$ cat src/rtl/clkout_div_pkg.sv
package clkout_div_pkg;

    // Width of the stored divide code; the all-ones code selects pass-through.
    localparam int CLKDIV_CODE_W  = 3;
    // Width of the ratio request field; wide enough to hold the largest ratio.
    localparam int CLKDIV_RATIO_W = CLKDIV_CODE_W + 1;
    localparam logic [CLKDIV_CODE_W-1:0] CLKDIV_PASS_CODE = '1;
    // Largest even ratio reachable with the non-pass codes.
    localparam int CLKDIV_MAX_RATIO = 2 * ((1 << CLKDIV_CODE_W) - 1);

    typedef struct packed {
        logic                     off;
        logic [CLKDIV_CODE_W-1:0] code;
    } clkdiv_cfg_t;

    localparam clkdiv_cfg_t CLKDIV_CFG_RESET = '{off: 1'b1, code: '0};

    // Turn a requested integer ratio into the stored setting.
    function automatic clkdiv_cfg_t ratio_to_cfg(input logic [CLKDIV_RATIO_W-1:0] ratio);
        clkdiv_cfg_t                 c;
        logic [CLKDIV_RATIO_W-1:0]   half_m1;
        half_m1 = (ratio >> 1) - CLKDIV_RATIO_W'(1);
        if (ratio == CLKDIV_RATIO_W'(1)) begin
            c.off  = 1'b0;
            c.code = CLKDIV_PASS_CODE;
        end else if ((ratio != '0) && !ratio[0] &&
                     (int'(ratio) <= CLKDIV_MAX_RATIO)) begin
            c.off  = 1'b0;
            c.code = half_m1[CLKDIV_CODE_W-1:0];
        end else begin
            c = CLKDIV_CFG_RESET;
        end
        return c;
    endfunction

endpackage

$ cat src/rtl/clkout_div_xlate.sv
module clkout_div_xlate
    import clkout_div_pkg::*;
#(
    parameter int RATIO_W = CLKDIV_RATIO_W
) (
    input  logic               clk,
    input  logic               rst,
    input  logic               wr_en,
    input  logic [RATIO_W-1:0] wr_ratio,
    output clkdiv_cfg_t        cfg_q
);

    clkdiv_cfg_t cfg_d;

    always_comb begin
        cfg_d = cfg_q;
        if (wr_en) begin
            cfg_d = ratio_to_cfg(CLKDIV_RATIO_W'(wr_ratio));
        end
    end

    always_ff @(posedge clk) begin
        if (rst) begin
            cfg_q <= CLKDIV_CFG_RESET;
        end else begin
            cfg_q <= cfg_d;
        end
    end

endmodule

$ cat src/rtl/clkout_div_core.sv
module clkout_div_core
    import clkout_div_pkg::*;
#(
    parameter int CODE_W = CLKDIV_CODE_W
) (
    input  logic              clk,
    input  logic              rst,
    input  clkdiv_cfg_t       cfg,
    output logic              act_en,
    output logic [CODE_W-1:0] act_code,
    output logic              div_q,
    output logic              pass_q
);

    localparam logic [CODE_W-1:0] PASS = '1;

    logic [CODE_W-1:0] cnt;
    logic              act_pass;
    logic              half_done;
    logic              take_cfg;

    assign act_pass  = act_en && (act_code == PASS);
    assign half_done = (cnt == act_code);
    // A new setting is adopted only when the output is (or is about to go) low.
    assign take_cfg  = !act_en || act_pass || (div_q && half_done);

    always_ff @(posedge clk) begin
        if (rst) begin
            act_en   <= 1'b0;
            act_code <= '0;
            cnt      <= '0;
            div_q    <= 1'b0;
            pass_q   <= 1'b0;
        end else if (take_cfg) begin
            act_en   <= !cfg.off;
            act_code <= cfg.code;
            cnt      <= '0;
            div_q    <= 1'b0;
            pass_q   <= !cfg.off && (cfg.code == PASS);
        end else if (half_done) begin
            cnt   <= '0;
            div_q <= !div_q;
        end else begin
            cnt <= cnt + CODE_W'(1);
        end
    end

endmodule

$ cat src/rtl/clkout_div_drive.sv
module clkout_div_drive (
    input  logic clk,
    input  logic rst,
    input  logic div_q,
    input  logic pass_q,
    output logic clk_o
);

    // Pass-through enable retimed while the input clock is low, so the
    // gate below only opens or closes during a low input phase.
    logic pass_lo;

    always_ff @(negedge clk) begin
        if (rst) begin
            pass_lo <= 1'b0;
        end else begin
            pass_lo <= pass_q;
        end
    end

    assign clk_o = (clk & pass_lo) | div_q;

endmodule

$ cat src/rtl/clkout_div.sv
module clkout_div
    import clkout_div_pkg::*;
#(
    parameter int CODE_W  = CLKDIV_CODE_W,
    parameter int RATIO_W = CODE_W + 1
) (
    input  logic               clk,
    input  logic               rst,
    input  logic               cfg_we,
    input  logic [RATIO_W-1:0] cfg_ratio,
    output logic               clk_o,
    output logic [CODE_W-1:0]  cfg_code_o,
    output logic               cfg_off_o
);

    clkdiv_cfg_t       cfg_q;
    logic              act_en;
    logic [CODE_W-1:0] act_code;
    logic              div_q;
    logic              pass_q;

    clkout_div_xlate #(.RATIO_W(RATIO_W)) xlate_i (
        .clk      (clk),
        .rst      (rst),
        .wr_en    (cfg_we),
        .wr_ratio (cfg_ratio),
        .cfg_q    (cfg_q)
    );

    clkout_div_core #(.CODE_W(CODE_W)) core_i (
        .clk      (clk),
        .rst      (rst),
        .cfg      (cfg_q),
        .act_en   (act_en),
        .act_code (act_code),
        .div_q    (div_q),
        .pass_q   (pass_q)
    );

    clkout_div_drive drive_i (
        .clk    (clk),
        .rst    (rst),
        .div_q  (div_q),
        .pass_q (pass_q),
        .clk_o  (clk_o)
    );

    assign cfg_code_o = cfg_q.code;
    assign cfg_off_o  = cfg_q.off;

endmodule

$ cat config.mk
export PLATFORM = sky130hd
export DESIGN_NAME = clkout_div
export DESIGN_NICKNAME = d
export VERILOG_FILES = /design/src/rtl/clkout_div_pkg.sv /design/src/rtl/clkout_div_xlate.sv /design/src/rtl/clkout_div_core.sv /design/src/rtl/clkout_div_drive.sv /design/src/rtl/clkout_div.sv
export SDC_FILE = /design/constraint.sdc
export NUM_CORES = 1
export LEC_CHECK = 0
export ABC_AREA = 1
export BUFFER_PORTS_ARGS = -buffer_cell sky130_fd_sc_hd__buf_2
export CAP_MARGIN = 20
export CORE_MARGIN = 3
export CORE_UTILIZATION = 30
export DETAILED_ROUTE_END_ITERATION = 8
export SYNTH_ARGS = -nofsm -noshare
export SYNTH_HDL_FRONTEND = slang
export SYNTH_SLANG_ARGS = --single-unit
$ cat constraint.sdc
create_clock -name clk -period 2.3 [get_ports clk]
set_input_delay 0.345 -clock clk [delete_from_list [all_inputs] [get_ports clk]]
set_output_delay 0.345 -clock clk [all_outputs]
set_load 0.05 [all_outputs]
==> impl_metrics.toml <==
[critical_path]
cp-start-kind = "flop"
timing.rr.start = "core_i.pass_q"
critPathKind = "reg2out"
endpoint_kind = "output pin"
arrival_ns = 2.19
crit_path_start = "drive_i.pass_lo"
crit_path_max_fanout = 1
cp_data_required_time_ns = 1.96

[placement]
hpwl_um = 909
port-buffer-count = 11
gp_congestion = 0.7416
place_ws_ns = 0.1813

[synthesis]
synth_fa_ha_area_frac = 0.03704
synthMuxAreaShare = 0
synth-seq-cells = 14
yosys_warnings = 0
syn_avg_cell_area_um2 = 7.766
synth_top_family_by_area = "simple AND/OR/NAND/NOR gates"
synth_cells = 87
ys_seq_area_frac = 0.4148
yosysUniqueCellTypes = 21
synth_compound_area_frac = 0.1037
synthesis.nets = 96
yosys.area_share.simple = 0.3167
syn_area_um2 = 675.6
synth_xor_area_frac = 0.05000

[timing]
drv_slew = 0
relSlewSlack = 0.8063
setup_ws_ns = -0.2356
tns_ns = -0.2356
finalSetupViolCount = 1
rsz0062_at_grt = "yes"
tightestPinTransition_ns = 0.2902
hold_viol_final = 0
whs_ns = 0.1945
fin_skew_ns = 0.06243

[worst_hold_path]
hp-class = "in2reg"
hp-start = "rst"

[clock_tree]
cts_tree = "yes"
cts_resized = 2
cts_setup_buffers = 0
clkLatencyLatePin_ns = 0.45
clk_pin_slew_worst_paths_ns = 0.08
hold_buffers = 0

[routing]
drcViolationCount = 0
drtAntennaViolNets = 0
drtIter0Drc = 11
first_pass_iters = 3
finalWirelength_mm = 1.197
vias = 615
wl_per_cell_um = 9.068
via_per_inst = 4.659

[floorplanning]
dieArea_um2 = 2857
start_util = 0.3309
die_w_um = 53.46
core_area_um2 = 2042
die_y_um = 53.46
rows = 16
boundaryPins = 12

[finish]
nets = 115
num_antenna_cells = 0
fillers = 227
seq_area_um2 = 280.3
area_delta_synth_final_pct = 21.30
multi_input_area_um2 = 342.8
drive_gt1_frac = 0.2381

[run]
cap_violations = 0

[pwr]
total_leakage_power_nw = 0.3829
vdd_drop_max_v = 0.0005338
power.density_nw_per_um2 = 708.4
finalPower_uw = 580.5

[global_route]
grt_pass1_wl_mm = 2.007
gr-total-overflow = 0
grt_usage = 0.09936
grt_max_degree = 9
antenna_found_initial = 0
grt_pass1_vias = 542

[outcome]
failed_checks = "setup timing"
outcome = "complete, but fails checks"
-- critical path, stage by stage (launching register included) --
cell and delay [ns]:
dfxtp_1 0.29, a21o_1 0.16, buf_6 0.15
-- state kept, by name (all words and copies together) (netlist names) --
register,flops
core_i.cnt,3
core_i.pass_q,1
core_i.act_code,3
core_i.div_q,1
drive_i.pass_lo,1
core_i.act_en,1
xlate_i.cfg_q,4
-- synthesized netlist by cell type (all sizes together) --
cell	n	share of area
xnor2	2	0.037
a31oi	2	0.019
a21o	1	0.011
nand3b	1	0.017
nand4	3	0.050
inv	14	0.078
xor2	1	0.013
o21ai	2	0.015
nor3	2	0.022
nand3	6	0.044
ha	2	0.037
dfxtp	14	0.41
nand2	19	0.12
a21oi	8	0.059
nor2	10	0.063
-- power breakdown --
group | internal [mW] | switching [mW]
Sequential | 0.254 | 0.0101
Clock | 0.130 | 0.103
Combinational | 0.0293 | 0.0537
Total | 0.414 | 0.167
-- cell type report --
| type | instances | area share |
|---|---|---|
| clock buffers | 8 | 0.07328 |
| inverters | 13 | 0.05954 |
| multi-input cells | 59 | 0.4183 |
| repair buffers | 10 | 0.06107 |
| clock inverters | 1 | 0.004580 |
| well taps | 27 | 0.04122 |
| flip-flops and latches | 14 | 0.3420 |
-- metrics by stage --
stage | utilization | cell area, um^2 | std cells
2_1_floorplan | - | 675.6 | 87
3_3_place_gp | 0.3744 | 764.5 | 125
3_5_place_dp | 0.3744 | 764.5 | 125
4_1_cts | 0.4013 | 819.5 | 132
5_1_grt | 0.4013 | 819.5 | 132
6_report | 0.4013 | 819.5 | 132
-- cells by family after synthesis --
| family | Yosys count |
|---|---|
| simple gates | 41 |
| buf+inv | 14 |
| flops | 14 |
| compound gates | 13 |
| xor+xnor | 3 |
| fa+ha+maj | 2 |
-- layout by cell type (no fill, tap or decap), types with 2 or more instances in the layout --
cell type / n
nor2_2: 2
a31oi_1: 2
nor2_1: 8
dfxtp_1: 14
a21oi_1: 8
inv_1: 14
o21ai_0: 2
nand3_1: 6
clkbuf_4: 6
nand4_1: 2
ha_1: 2
buf_2: 10
nand2_1: 17
-- final timing paths --
kind / endpoint / slack (ns) / cells after the start
max: clk_o / -0.24 / 2
min: xlate_i.cfg_q[1] / 0.19 / 2
max reg2reg: drive_i.pass_lo / 0.69 / 2
min reg2reg: core_i.cnt[0] / 0.49 / 1
-- metal layers --
layer	vias to the layer above	global-route usage	routed length [um]
li1	318	-	-
met1	280	0.1154	577
met2	14	0.1490	532
met3	3	0.03662	64
met4	0	0.06809	22
met5	-	0	0
Note: power is estimated with default switching activity, not from simulation.
